===== config.mk =====
export PLATFORM = sky130hd
export DESIGN_NAME = async_serial_port
export DESIGN_NICKNAME = d
export VERILOG_FILES = /design/src/rtl/asp_pkg.sv /design/src/rtl/asp_baud.sv /design/src/rtl/asp_rx.sv /design/src/rtl/asp_tx.sv /design/src/rtl/async_serial_port.sv
export SDC_FILE = /design/constraint.sdc
export NUM_CORES = 1
export LEC_CHECK = 0
export BUFFER_PORTS_ARGS = -buffer_cell sky130_fd_sc_hd__buf_2
export CORE_ASPECT_RATIO = 0.9
export CORE_UTILIZATION = 55
export CTS_BUF_LIST = sky130_fd_sc_hd__clkbuf_16
export DETAILED_ROUTE_END_ITERATION = 12
export GPL_TIMING_DRIVEN = 0
export PLACE_DENSITY = 0.85
export SLEW_MARGIN = 0
export SYNTH_ARGS = -nofsm -noshare
export SYNTH_HDL_FRONTEND = slang
export SYNTH_SLANG_ARGS = --single-unit

===== constraint.sdc =====
create_clock -name clk -period 3.3 [get_ports clk]
set_clock_uncertainty 0.15 [all_clocks]
set_input_delay 0.66 -clock clk [delete_from_list [all_inputs] [get_ports clk]]
set_output_delay 0.66 -clock clk [all_outputs]
set_load 0.02 [all_outputs]

===== src/rtl/asp_pkg.sv =====
package asp_pkg;
    localparam int DATA_W = 8;

    localparam logic [1:0] ADDR_CTRL  = 2'd0;
    localparam logic [1:0] ADDR_STAT  = 2'd1;
    localparam logic [1:0] ADDR_TDATA = 2'd2;
    localparam logic [1:0] ADDR_RDATA = 2'd3;

    typedef enum logic [2:0] {
        RX_IDLE, RX_START, RX_DATA, RX_PAR, RX_STOP
    } rx_state_e;

    typedef struct packed {
        logic par_odd;
        logic par_en;
    } line_cfg_t;

    typedef struct packed {
        logic [DATA_W-1:0] data;
        logic              perr;
        logic              ferr;
    } rx_frame_t;

    function automatic logic parity_of(input logic [DATA_W-1:0] d, input logic odd);
        return (^d) ^ odd;
    endfunction
endpackage


===== src/rtl/asp_baud.sv =====
module asp_baud #(
    parameter int CLK_DIV = 4
) (
    input  logic clk,
    input  logic rst,
    output logic tick
);
    localparam int CW = (CLK_DIV > 1) ? $clog2(CLK_DIV) : 1;
    logic [CW-1:0] cnt;

    always_ff @(posedge clk) begin
        if (rst) begin
            cnt  <= '0;
            tick <= 1'b0;
        end else if (cnt == CW'(CLK_DIV - 1)) begin
            cnt  <= '0;
            tick <= 1'b1;
        end else begin
            cnt  <= cnt + 1'b1;
            tick <= 1'b0;
        end
    end
endmodule


===== src/rtl/asp_rx.sv =====
module asp_rx
    import asp_pkg::*;
#(
    parameter int OVS = 16
) (
    input  logic      clk,
    input  logic      rst,
    input  logic      tick,
    input  logic      rxd,
    input  line_cfg_t cfg,
    input  logic      block,
    output logic      done,
    output rx_frame_t frame
);
    localparam int CNT_W = $clog2(OVS);
    localparam int BIT_W = $clog2(DATA_W);
    localparam logic [CNT_W-1:0] MID  = CNT_W'(OVS / 2 - 1);
    localparam logic [CNT_W-1:0] LAST = CNT_W'(OVS - 1);

    rx_state_e         st;
    logic [CNT_W-1:0]  cnt;
    logic [BIT_W-1:0]  bitn;
    logic [DATA_W-1:0] sh;
    logic              par;

    always_ff @(posedge clk) begin
        if (rst) begin
            st    <= RX_IDLE;
            cnt   <= '0;
            bitn  <= '0;
            sh    <= '0;
            par   <= 1'b0;
            done  <= 1'b0;
            frame <= '0;
        end else begin
            done <= 1'b0;
            if (tick) begin
                case (st)
                    RX_IDLE: if (!block && !rxd) begin
                        st  <= RX_START;
                        cnt <= '0;
                    end
                    RX_START: if (cnt == MID) begin
                        cnt  <= '0;
                        bitn <= '0;
                        st   <= rxd ? RX_IDLE : RX_DATA;
                    end else cnt <= cnt + 1'b1;
                    RX_DATA: if (cnt == LAST) begin
                        cnt  <= '0;
                        sh   <= {rxd, sh[DATA_W-1:1]};
                        bitn <= bitn + 1'b1;
                        if (bitn == BIT_W'(DATA_W - 1))
                            st <= cfg.par_en ? RX_PAR : RX_STOP;
                    end else cnt <= cnt + 1'b1;
                    RX_PAR: if (cnt == LAST) begin
                        cnt <= '0;
                        par <= rxd;
                        st  <= RX_STOP;
                    end else cnt <= cnt + 1'b1;
                    RX_STOP: if (cnt == LAST) begin
                        cnt        <= '0;
                        st         <= RX_IDLE;
                        done       <= 1'b1;
                        frame.data <= sh;
                        frame.ferr <= !rxd;
                        frame.perr <= cfg.par_en && (par != parity_of(sh, cfg.par_odd));
                    end else cnt <= cnt + 1'b1;
                    default: st <= RX_IDLE;
                endcase
            end
        end
    end

    AST_RX_HOLD_WHEN_BLOCKED: assert property (@(posedge clk) disable iff (rst)
        (block && st == RX_IDLE) |=> (st == RX_IDLE));
endmodule


===== src/rtl/asp_tx.sv =====
module asp_tx
    import asp_pkg::*;
#(
    parameter int OVS = 16
) (
    input  logic              clk,
    input  logic              rst,
    input  logic              tick,
    input  line_cfg_t         cfg,
    input  logic              have,
    input  logic [DATA_W-1:0] tdr,
    output logic              take,
    output logic              fin,
    output logic              txd
);
    localparam int CNT_W     = $clog2(OVS);
    localparam int FRAME_MAX = DATA_W + 3;
    localparam int NL_W      = $clog2(FRAME_MAX + 1);
    localparam logic [CNT_W-1:0] LAST = CNT_W'(OVS - 1);

    logic                 busy;
    logic [FRAME_MAX-1:0] sh;
    logic [NL_W-1:0]      nleft;
    logic [CNT_W-1:0]     cnt;
    logic [FRAME_MAX-1:0] next_frame;
    logic [NL_W-1:0]      next_len;

    always_comb begin
        next_frame = {1'b1, cfg.par_en ? parity_of(tdr, cfg.par_odd) : 1'b1, tdr, 1'b0};
        next_len   = cfg.par_en ? NL_W'(FRAME_MAX) : NL_W'(FRAME_MAX - 1);
    end

    assign txd = busy ? sh[0] : 1'b1;

    always_ff @(posedge clk) begin
        if (rst) begin
            busy  <= 1'b0;
            sh    <= '1;
            nleft <= '0;
            cnt   <= '0;
            take  <= 1'b0;
            fin   <= 1'b0;
        end else begin
            take <= 1'b0;
            fin  <= 1'b0;
            if (!busy) begin
                if (have) begin
                    sh    <= next_frame;
                    nleft <= next_len;
                    cnt   <= '0;
                    busy  <= 1'b1;
                    take  <= 1'b1;
                end
            end else if (tick) begin
                if (cnt == LAST) begin
                    cnt <= '0;
                    if (nleft == NL_W'(1)) begin
                        if (have) begin
                            sh    <= next_frame;
                            nleft <= next_len;
                            take  <= 1'b1;
                        end else begin
                            busy <= 1'b0;
                            fin  <= 1'b1;
                        end
                    end else begin
                        sh    <= {1'b1, sh[FRAME_MAX-1:1]};
                        nleft <= nleft - 1'b1;
                    end
                end else cnt <= cnt + 1'b1;
            end
        end
    end

    AST_TX_START_LOW: assert property (@(posedge clk) disable iff (rst)
        $rose(busy) |-> !txd);
endmodule


===== src/rtl/async_serial_port.sv =====
module async_serial_port
    import asp_pkg::*;
#(
    parameter int CLK_DIV = 4,
    parameter int OVS     = 16
) (
    input  logic              clk,
    input  logic              rst,
    input  logic              bus_wr,
    input  logic              bus_rd,
    input  logic [1:0]        bus_addr,
    input  logic [DATA_W-1:0] bus_wdata,
    output logic [DATA_W-1:0] bus_rdata,
    input  logic              dma_rx_rd,
    output logic [DATA_W-1:0] dma_rx_data,
    input  logic              rxd,
    output logic              txd,
    output logic              irq_rx_full,
    output logic              irq_tx_empty,
    output logic              irq_tx_end
);
    logic              tick, rxd_m, rxd_s;
    line_cfg_t         cfg;
    logic              tx_empty, tx_end, rx_full, ovr, fer, per;
    logic [2:0]        arm;
    logic [DATA_W-1:0] rdr, tdr;
    logic              rx_done, take, fin;
    rx_frame_t         rx_frame;
    logic              wr_ctrl, wr_stat, wr_tdat, rd_stat, err_any;

    assign wr_ctrl = bus_wr && bus_addr == ADDR_CTRL;
    assign wr_stat = bus_wr && bus_addr == ADDR_STAT;
    assign wr_tdat = bus_wr && bus_addr == ADDR_TDATA;
    assign rd_stat = bus_rd && bus_addr == ADDR_STAT;
    assign err_any = ovr || fer || per;

    asp_baud #(.CLK_DIV(CLK_DIV)) u_baud (.clk(clk), .rst(rst), .tick(tick));

    asp_rx #(.OVS(OVS)) u_rx (
        .clk(clk), .rst(rst), .tick(tick), .rxd(rxd_s), .cfg(cfg),
        .block(err_any), .done(rx_done), .frame(rx_frame)
    );

    asp_tx #(.OVS(OVS)) u_tx (
        .clk(clk), .rst(rst), .tick(tick), .cfg(cfg), .have(!tx_empty),
        .tdr(tdr), .take(take), .fin(fin), .txd(txd)
    );

    always_ff @(posedge clk) begin
        if (rst) begin
            rxd_m <= 1'b1;
            rxd_s <= 1'b1;
        end else begin
            rxd_m <= rxd;
            rxd_s <= rxd_m;
        end
    end

    always_ff @(posedge clk) begin
        if (rst) begin
            cfg      <= '0;
            tx_empty <= 1'b1;
            tx_end   <= 1'b1;
            rx_full  <= 1'b0;
            ovr      <= 1'b0;
            fer      <= 1'b0;
            per      <= 1'b0;
            arm      <= '0;
            rdr      <= '0;
            tdr      <= '0;
        end else begin
            if (wr_ctrl) begin
                cfg.par_en  <= bus_wdata[0];
                cfg.par_odd <= bus_wdata[1];
            end
            if (wr_tdat) begin
                tdr      <= bus_wdata;
                tx_empty <= 1'b0;
                tx_end   <= 1'b0;
            end else begin
                if (take) tx_empty <= 1'b1;
                if (fin)  tx_end   <= 1'b1;
            end
            if (rd_stat) arm <= {ovr, fer, per};
            if (wr_stat) begin
                if (!bus_wdata[6]) rx_full <= 1'b0;
                if (arm[2] && !bus_wdata[5]) begin ovr <= 1'b0; arm[2] <= 1'b0; end
                if (arm[1] && !bus_wdata[4]) begin fer <= 1'b0; arm[1] <= 1'b0; end
                if (arm[0] && !bus_wdata[3]) begin per <= 1'b0; arm[0] <= 1'b0; end
            end
            if (dma_rx_rd) rx_full <= 1'b0;
            if (rx_done) begin
                if (rx_full) ovr <= 1'b1;
                else if (rx_frame.ferr || rx_frame.perr) begin
                    if (rx_frame.ferr) fer <= 1'b1;
                    if (rx_frame.perr) per <= 1'b1;
                end else begin
                    rdr     <= rx_frame.data;
                    rx_full <= 1'b1;
                end
            end
        end
    end

    always_comb begin
        case (bus_addr)
            ADDR_CTRL:  bus_rdata = {6'b0, cfg.par_odd, cfg.par_en};
            ADDR_STAT:  bus_rdata = {tx_empty, rx_full, ovr, fer, per, tx_end, 1'b0, rxd_s};
            ADDR_TDATA: bus_rdata = tdr;
            default:    bus_rdata = rdr;
        endcase
    end

    assign dma_rx_data  = rdr;
    assign irq_rx_full  = rx_full;
    assign irq_tx_empty = tx_empty;
    assign irq_tx_end   = tx_end;

    AST_OVR_KEEPS_DATA: assert property (@(posedge clk) disable iff (rst)
        (rx_done && rx_full) |=> (ovr && $stable(rdr)));
    AST_ERR_CLEAR_BY_WRITE: assert property (@(posedge clk) disable iff (rst)
        $fell(ovr) |-> $past(wr_stat));
    AST_DMA_CLEARS_FULL: assert property (@(posedge clk) disable iff (rst)
        (dma_rx_rd && !rx_done) |=> !rx_full);
    AST_TXEND_LINE_MARK: assert property (@(posedge clk) disable iff (rst)
        tx_end |-> txd);
    AST_WRITE_FILLS_TDR: assert property (@(posedge clk) disable iff (rst)
        wr_tdat |=> !tx_empty);
endmodule


==> results.py, run 1 <==
metrics = {
    "critical_path": {
        "ff2ff_setup_slack_ns": 1.18,
        "cp-end-kind": "primary output",
        "arrival_ns": 1.99,
        "reg2reg_depth": 8,
        "start_kind": "primary input",
        "cp_max_fo": 10,
        "worstSetupPathType": "primary input to primary output",
        "r2r-start": "u_tx.nleft[1]",
        "critPathRequiredTime_ns": 2.49,
        "reg2reg_to": "u_tx.sh[7]",
    },
    "logic_synthesis": {
        "syn_area_per_cell_um2": 8.84,
        "yosysWarnings": 0,
        "yosysSeqAreaShare": 0.434,
        "ys.flop_type": "dfxtp_1",
        "synth_nets": 461,
        "ys_types": 50,
        "synthCells": 438,
        "synth.most_common_cell": "dfxtp_1",
        "yosys.area_share.simple": 0.208,
        "synth_compound_area_frac": 0.143,
        "synth_common_cells": "84 x dfxtp_1, 49 x nand2_1, 48 x nor2_1",
        "synth-edff-count": 0,
        "async_flop_share": 0,
        "synth_xor_xnor_area_share": 0.0478,
        "synth_adder_area_share": 0.0226,
        "yosysTopAreaCellShare": 0.434,
        "yosysTopAreaCell": "dfxtp_1",
        "synth_top_family_by_area": "simple AND/OR/NAND/NOR gates",
        "muxShareOfSynthArea": 0.107,
        "ys_ff_latch": 84,
        "syn-cell-area_mm2": 0.00387,
        "synth_area_leaders": "dfxtp_1 43%, mux2i_1 8.0%, a21oi_1 4.9%",
    },
    "routing": {
        "avgViaCountPerCell": 5.97,
        "wl_per_cell_um": 16.4,
        "drcViolationCount": 0,
        "wirelength_um": 9500,
        "antenna_left": 0,
        "first_pass_iters": 5,
        "vias": 3458,
        "drt_first_iter_violations": 305,
    },
    "cts": {
        "cts.clk_slew.worst_paths_ns": 0.07,
        "cts_tree": "yes",
        "cts.sinks": 84,
        "hold_buffers": 0,
        "cts_buffers": 9,
        "post_cts_resized": 0,
        "postCtsSetupBuffers": 0,
        "root_buffer": "clkbuf_16",
        "clockBufferDepth": 2,
        "cts-htree-levels": 3,
        "clk-insertion-delay-late_ns": 0.35,
    },
    "timing": {
        "finalMaxSlewViolations": 0,
        "tightest_slew_ns": 0.903,
        "hold_violations": 0,
        "rsz0062_at_grt": "no",
        "fmax_mhz": 358,
        "finalCritPeriodShare": 0.847,
        "setup_viol": 0,
        "finalCriticalPeriod_ns": 2.80,
        "relSlewSlack": 0.393,
        "fin_tns_setup_ns": 0,
    },
    "floorplanning": {
        "dieArea_mm2": 0.00738,
        "io_pins": 36,
        "dieHeight_um": 81.6,
        "die_x_um": 90.4,
        "row_count": 28,
        "start_util": 0.579,
        "core_area_mm2": 0.00669,
    },
    "worst_hold_path": {
        "worstHoldPathCells": 1,
        "hp-start": "rxd_m",
        "min_path_type": "register to register",
        "whs_endpoint": "rxd_s",
    },
    "layout": {
        "fin_cells": 579,
        "fin_util": 0.665,
        "areaGrowthSynthToFinish_pct": 14.9,
        "final_layout_size_suffix_gt1_frac": 0.145,
        "antennaDiodeCount": 0,
        "nNetsFinal": 507,
    },
    "global_routing": {
        "grt_pass1_vias": 3206,
        "grt_antenna_before_repair": 0,
        "grt_start_max_net_pins": 18,
        "grt_pass1_wl_um": 15700,
        "overflow": 0,
        "grtUsageTotal": 0.274,
    },
    "pwr": {
        "vdd_drop_max_mv": 0.385,
        "power_leakage_nw": 1.84,
        "p_per_area_mw_per_mm2": 519,
    },
    "placement": {
        "gp_congestion": 0.844,
        "portBuffers": 35,
        "place_inst": 563,
        "place_hpwl_um": 6630,
    },
    "run_status": {
        "outcome": "complete, no violations",
    },
    "job": {
        "drv_cap": 0,
    },
}
## layer usage
layer,routed length [µm],up-vias,part of all wire,track usage
met5,0,-,0,0
li1,-,1629,-,-
met1,4080,1649,0.43,0.344
met4,291,0,0.031,0.155
met2,4430,155,0.47,0.448
met3,696,25,0.073,0.0565
## cell families (layout without fill, tap and decap cells)
logic type                 count (synthesis)  after routing
adders and majority gates                  7              7
buffers and inverters                     35             86
DFF                                       84             84
xor gates and xnor gates                  18             18
muxes                                     39             39
and+or+nand+nor                          168            168
AOI/OAI and AO/OA                         87             87
## worst max-delay path by stage
stage                startpoint            to  cells after the start
finish              bus_addr[0]  bus_rdata[0]                      4
global placement    bus_addr[0]  bus_rdata[0]                      4
CTS                 bus_addr[0]  bus_rdata[0]                      4
detailed placement  bus_addr[0]  bus_rdata[0]                      4
global route        bus_addr[0]  bus_rdata[0]                      4
floorplan           bus_addr[0]  bus_rdata[0]                      2
## placed cells by master, fill, tap and decap left out, types with 8 or more instances in the layout
master     Yosys  layout
a211o_1        9       9
dfxtp_1       84      84
nor2_1        48      48
nand2_1       49      49
clkbuf_1      17      17
buf_2          8      43
nand3_1       17      17
mux2i_1       31      31
clkbuf_16      0       9
a21oi_1       38      38
inv_1          8       8
nor2b_1        8       8
xnor2_1       14      14
o21ai_0       12      12
## per-stage QoR
stage	power, mW	hold slack (ns)	area, µm²	setup slack, ns
after CTS	2.31	0.274	4450	0.517
final	2.31	0.268	4450	0.505
after detailed placement	1.34	0.257	4160	0.524
after global routing	2.38	0.283	4450	0.433
after floorplan	1.27	0.239	3870	0.816
after global placement	1.32	0.247	4160	0.545
## registers in the layout, indices dropped and copies added, names as in the netlist, 2 cells and up
| register | count |
|---|---|
| arm | 3 |
| u_rx.sh | 8 |
| u_rx.frame | 10 |
| u_rx.st | 3 |
| cfg | 2 |
| tdr | 8 |
| dma_rx_data | 8 |
| u_tx.cnt | 4 |
| u_rx.bitn | 3 |
| u_tx.sh | 11 |
| u_baud.cnt | 2 |
| u_rx.cnt | 4 |
| u_tx.nleft | 4 |
## layout make-up
| class | instances | area [µm²] |
|---|---|---|
| buffer | 27 | 115 |
| clock buffer | 9 | 225 |
| multi-input combinational | 319 | 2040 |
| timing repair buffer | 35 | 175 |
| inverter | 8 | 30.0 |
| fill | 519 | 2240 |
| clock inverter | 7 | 62.6 |
| tap | 90 | 113 |
| sequential | 84 | 1680 |
## critical path: stages
cell and delay, ns:
buf_2 0.09, clkbuf_1 0.41, mux4_1 0.64, buf_2 0.18
## power by group
| part | internal [mW] | switching [mW] |
|---|---|---|
| Combinational | 0.0974 | 0.141 |
| Sequential | 1.05 | 0.0293 |
| Clock | 0.530 | 0.456 |
| Total | 1.68 | 0.626 |
Power figures use the tool's default switching activity.
==> run 2: changes to the inputs <==
Settings changed: ABC_AREA set to 1.
Clock period 3.3 ns to 2.81 ns, I/O delays scaled along.
==> results.py, run 2 <==
metrics = {
    "critical_path": {
        "crit_buf_inv": 4,
        "critPathRequiredTime_ns": 2.10,
        "worstSetupPathType": "primary input to primary output",
        "reg2reg_to": "u_tx.sh[1]",
        "reg2reg_depth": 11,
        "max_stage_delay_ns": 0.26,
        "cp-end-kind": "primary output",
        "ff2ff_setup_slack_ns": 0.81,
        "worst_path_max_delay_cell": "nor2_1",
        "start_kind": "primary input",
        "r2r-start": "u_tx.cnt[0]",
        "arrival_ns": 1.69,
        "crit_family": "buffers and inverters",
        "crit_chain": "buf_2, inv_1, nor2_1, inv_1, o221ai_1, buf_2",
        "cp_max_fo": 7,
    },
    "logic_synthesis": {
        "synth_common_cells": "96 x nand2_1, 84 x dfxtp_1, 82 x nor2_1",
        "syn-cell-area_mm2": 0.00388,
        "yosysTopAreaCell": "dfxtp_1",
        "synth_nets": 557,
        "yosysSeqAreaShare": 0.433,
        "synth_xor_xnor_area_share": 0.0226,
        "synth.most_common_cell": "nand2_1",
        "synth_compound_area_frac": 0.195,
        "yosysWarnings": 0,
        "ys_ff_latch": 84,
        "ys.flop_type": "dfxtp_1",
        "synthCells": 534,
        "yosysTopAreaCellShare": 0.433,
        "yosys.area_share.simple": 0.243,
        "async_flop_share": 0,
        "synth-edff-count": 0,
        "synth_area_leaders": "dfxtp_1 43%, nand2_1 9.3%, nor2_1 7.9%",
        "syn_area_per_cell_um2": 7.27,
        "muxShareOfSynthArea": 0,
        "synth_top_family_by_area": "simple AND/OR/NAND/NOR gates",
        "synth_adder_area_share": 0.0226,
        "ys_types": 37,
    },
    "timing": {
        "tightest_slew_ns": 0.626,
        "relSlewSlack": 0.582,
        "finalMaxSlewViolations": 0,
        "fmax_mhz": 416,
        "setup_viol": 0,
        "finalCritPeriodShare": 0.855,
        "finalCriticalPeriod_ns": 2.40,
        "rsz0062_at_grt": "no",
        "holdWs_ns": 0.261,
        "hold_violations": 0,
        "fin_tns_setup_ns": 0,
    },
    "placement": {
        "place_inst": 658,
        "gp_congestion": 0.966,
        "place_hpwl_um": 7220,
        "place_area_mm2": 0.00416,
        "portBuffers": 34,
    },
    "routing": {
        "wirelength_um": 9930,
        "wl_per_cell_um": 14.7,
        "drcViolationCount": 0,
        "first_pass_iters": 6,
        "avgViaCountPerCell": 5.67,
        "antenna_left": 0,
        "drt_first_iter_violations": 332,
        "vias": 3823,
    },
    "layout": {
        "top_register": "u_tx.sh",
        "areaGrowthSynthToFinish_pct": 15.3,
        "final_cell_mix": "96 x nand2_1, 84 x dfxtp_1, 82 x nor2_1",
        "fin_area_mm2": 0.00447,
        "nNetsFinal": 602,
        "final_common_cell": "nand2_1",
        "antennaDiodeCount": 0,
        "largest_reg_flops": 11,
        "reg_top3": "u_tx.sh (11), u_rx.frame (10)",
        "fin_cells": 674,
        "final_layout_size_suffix_gt1_frac": 0.140,
    },
    "worst_hold_path": {
        "min_path_type": "primary input to register",
        "worstHoldPathCells": 2,
        "hp-start": "rxd",
        "whs_endpoint": "rxd_m",
    },
    "cts": {
        "root_buffer": "clkbuf_16",
        "cts_tree": "yes",
        "cts-htree-levels": 3,
        "clockBufferDepth": 2,
        "postCtsSetupBuffers": 0,
        "post_cts_resized": 0,
        "cts_buffers": 9,
        "hold_buffers": 0,
        "cts.clk_slew.worst_paths_ns": 0.06,
        "clk-insertion-delay-late_ns": 0.34,
        "cts.sinks": 84,
    },
    "global_routing": {
        "grt_start_max_net_pins": 14,
        "grt.met3_usage": 0.0676,
        "grtUsageTotal": 0.281,
        "grt_busiest_layer": "met2",
        "grt_pass1_wl_um": 16200,
        "use_met1": 0.363,
        "grt_antenna_before_repair": 0,
        "overflow": 0,
        "grt_pass1_vias": 3484,
        "met2_usage": 0.453,
    },
    "floorplanning": {
        "io_pins": 36,
        "start_util": 0.580,
        "row_count": 28,
        "core_area_mm2": 0.00669,
        "dieHeight_um": 81.7,
        "die_x_um": 90.5,
        "dieArea_mm2": 0.00739,
    },
    "pwr": {
        "p_per_area_mw_per_mm2": 641,
        "power_leakage_nw": 1.98,
        "vdd_drop_max_mv": 0.345,
    },
    "job": {
        "drv_cap": 0,
    },
    "run_status": {
        "outcome": "complete, no violations",
    },
}
-- run 2: per-layer routing --
| metal | share of wire | vias to the layer above |
|---|---|---|
| li1 | - | 1849 |
| met1 | 0.44 | 1761 |
| met2 | 0.46 | 182 |
| met3 | 0.084 | 31 |
| met4 | 0.023 | 0 |
| met5 | 0 | - |
-- run 2: cells by family after synthesis --
logic type | Yosys count
and+or+nand+nor | 221
xor gates and xnor gates | 10
AOI/OAI and AO/OA | 130
buffers and inverters | 82
adders and majority gates | 7
DFF | 84
-- run 2: stage by stage --
| step | util | power, mW | worst slack, ns |
|---|---|---|---|
| 6_report | 0.668 | 2.87 | 0.407 |
| 5_1_grt | 0.668 | 2.98 | 0.344 |
| 4_1_cts | 0.668 | 2.87 | 0.453 |
| 3_5_place_dp | 0.622 | 1.65 | 0.482 |
| 3_3_place_gp | 0.622 | 1.64 | 0.485 |
| 2_1_floorplan | - | 1.56 | 0.867 |
-- run 2: worst max-delay path by stage --
stage	start	end	slack [ns]	cells after the start
5_1_grt	irq_tx_empty	bus_rdata[7]	0.34	4
4_1_cts	bus_addr[0]	bus_rdata[5]	0.45	6
3_3_place_gp	bus_addr[0]	bus_rdata[7]	0.49	6
2_1_floorplan	bus_addr[0]	bus_rdata[3]	0.87	4
3_5_place_dp	bus_addr[0]	bus_rdata[0]	0.48	8
6_report	bus_addr[0]	bus_rdata[5]	0.41	6
-- run 2: layout make-up --
cell class	instances	area, µm²
Fill cell	559	2220
Multi-Input combinational cell	368	1870
Sequential cell	84	1680
Inverter	65	244
Clock buffer	9	225
Timing Repair Buffer	34	170
Tap cell	90	113
Clock inverter	7	83.8
Buffer	17	81.3
-- run 2: worst register-to-register path, cell delays in order, from the launching register on --
cell and delay (ns):
dfxtp_1 0.32, ha_1 0.22, nand2_1 0.09, nor2_1 0.05, nand2_1 0.11, inv_2 0.06
nor2_2 0.24, inv_2 0.07, o21ai_2 0.16, inv_1 0.18, o21ai_0 0.18, nand2_1 0.07
-- run 2: report_power, final --
part,internal (mW),total (mW),switching (mW)
registers,1.25,1.28,0.0365
logic,0.124,0.359,0.235
clock network,0.767,1.23,0.459
==> run 3: changes to the inputs <==
Clock period 2.81 ns to 2.3 ns, I/O delays scaled along.
==> results.py, run 3 (synthesized netlist as in run 2, its figures left out) <==
metrics = {
    "floorplanning": {
        "io_pins": 36,
        "core_area_mm2": 0.00669,
        "dieArea_mm2": 0.00739,
        "die_x_um": 90.5,
        "start_util": 0.580,
        "dieHeight_um": 81.7,
        "row_count": 28,
    },
    "critical_path": {
        "crit_chain": "buf_2, inv_1, nor2_1, inv_1, o221ai_1, buf_2",
        "worst_path_max_delay_cell": "o221ai_1",
        "cp-end-kind": "primary output",
        "start_kind": "primary input",
        "critPathRequiredTime_ns": 1.69,
        "arrival_ns": 1.60,
        "cp_max_fo": 7,
        "ff2ff_setup_slack_ns": 0.29,
        "crit_buf_inv": 4,
        "worstSetupPathType": "primary input to primary output",
        "max_stage_delay_ns": 0.27,
        "crit_family": "buffers and inverters",
    },
    "timing": {
        "fmax_mhz": 453,
        "fin_tns_setup_ns": 0,
        "setup_viol": 0,
        "relSlewSlack": 0.581,
        "finalCriticalPeriod_ns": 2.21,
        "rsz0062_at_grt": "no",
        "finalMaxSlewViolations": 0,
        "tightest_slew_ns": 0.629,
        "finalCritPeriodShare": 0.961,
        "hold_violations": 0,
    },
    "pwr": {
        "p_per_area_mw_per_mm2": 783,
        "power_leakage_nw": 1.99,
        "finalPower_mw": 3.50,
        "vdd_drop_max_mv": 0.419,
    },
    "global_routing": {
        "met2_usage": 0.453,
        "grt_pass1_wl_um": 16200,
        "grt_start_max_net_pins": 14,
        "grtUsageTotal": 0.281,
        "grt_antenna_before_repair": 0,
        "overflow": 0,
        "use_met1": 0.363,
        "grt_pass1_vias": 3484,
        "grt_busiest_layer": "met2",
        "grt.met3_usage": 0.0676,
    },
    "layout": {
        "multiInputGateArea_mm2": 0.00187,
        "final_common_cell": "nand2_1",
        "final_cell_mix": "96 x nand2_1, 83 x dfxtp_1, 82 x nor2_1",
        "register_area_mm2": 0.00168,
        "top_register": "u_tx.sh",
        "nFillCells": 558,
        "areaGrowthSynthToFinish_pct": 15.3,
        "final_layout_size_suffix_gt1_frac": 0.144,
        "reg_top3": "u_tx.sh (11), u_rx.frame (10)",
        "nNetsFinal": 602,
        "antennaDiodeCount": 0,
        "largest_reg_flops": 11,
        "fin_cells": 674,
    },
    "routing": {
        "wl_per_cell_um": 14.7,
        "drcViolationCount": 0,
        "avgViaCountPerCell": 5.69,
        "wirelength_um": 9900,
        "antenna_left": 0,
        "first_pass_iters": 5,
        "drt_first_iter_violations": 308,
        "vias": 3832,
    },
    "placement": {
        "place_hpwl_um": 7220,
        "gp_congestion": 0.966,
        "place_inst": 658,
        "portBuffers": 34,
    },
    "cts": {
        "hold_buffers": 0,
        "cts.sinks": 84,
        "cts.clk_slew.worst_paths_ns": 0.06,
        "cts-htree-levels": 3,
        "cts_buffers": 9,
        "root_buffer": "clkbuf_16",
        "clockBufferDepth": 2,
        "cts_tree": "yes",
        "clk-insertion-delay-late_ns": 0.34,
    },
    "run_status": {
        "outcome": "complete, no violations",
    },
    "job": {
        "drv_cap": 0,
    },
    "worst_hold_path": {
        "min_path_type": "primary input to register",
    },
}
-- run 3: layout make-up --
class,instances,share of cell area
multi-input cells,368,0.419
flip-flops and latches,84,0.376
inverters,65,0.0545
clock buffers,9,0.0503
repair buffers,34,0.0380
well taps,90,0.0252
clock inverters,7,0.0187
plain buffers,17,0.0185
-- run 3: worst reg2reg max path: cells and delay by family (launching register included) --
family,cells,cell delay (ns)
compound gates,2,0.34
fa+ha+maj,1,0.21
buf+inv,3,0.32
flops,1,0.32
simple gates,5,0.57
-- run 3: through the flow --
step	setup slack [ns]	utilization	instance area, µm²	hold WS, ns
after global placement	0.179	0.622	4160	0.242
final	0.0903	0.669	4470	0.160
after floorplan	0.464	-	3880	0.239
after detailed placement	0.176	0.622	4160	0.250
after CTS	0.0636	0.668	4470	0.154
after global routing	0.0966	0.669	4470	0.160
-- run 3: worst paths after layout --
path	from	endpoint	depth (start not counted)
worst max-delay path	bus_addr[0]	bus_rdata[7]	6
worst max register to register	u_tx.cnt[0]	u_tx.sh[1]	11
worst min-delay path	rxd	rxd_m	2
worst min register to register	rxd_m	rxd_s	1
-- run 3: power by group --
group          leakage [nW]  switching (mW)  total, mW  internal [mW]
Combinational          1.15           0.288      0.439          0.151
Clock                 0.155           0.560       1.50          0.937
Sequential            0.682          0.0447       1.57           1.52
Total                  1.99           0.893       3.50           2.61
-- run 3: routing by layer --
layer,share of wire,vias up,wire length (µm)
li1,-,1852,-
met1,0.43,1772,4220
met2,0.46,182,4540
met3,0.095,26,941
met4,0.020,0,198
met5,0,-,0
-- run 3: repair_timing --
| action | 4_1_cts | 5_1_grt |
|---|---|---|
| endpoints found under the setup margin | 0 | 1 |
| gates resized for setup | 0 | 3 |
| setup buffers | 0 | 0 |
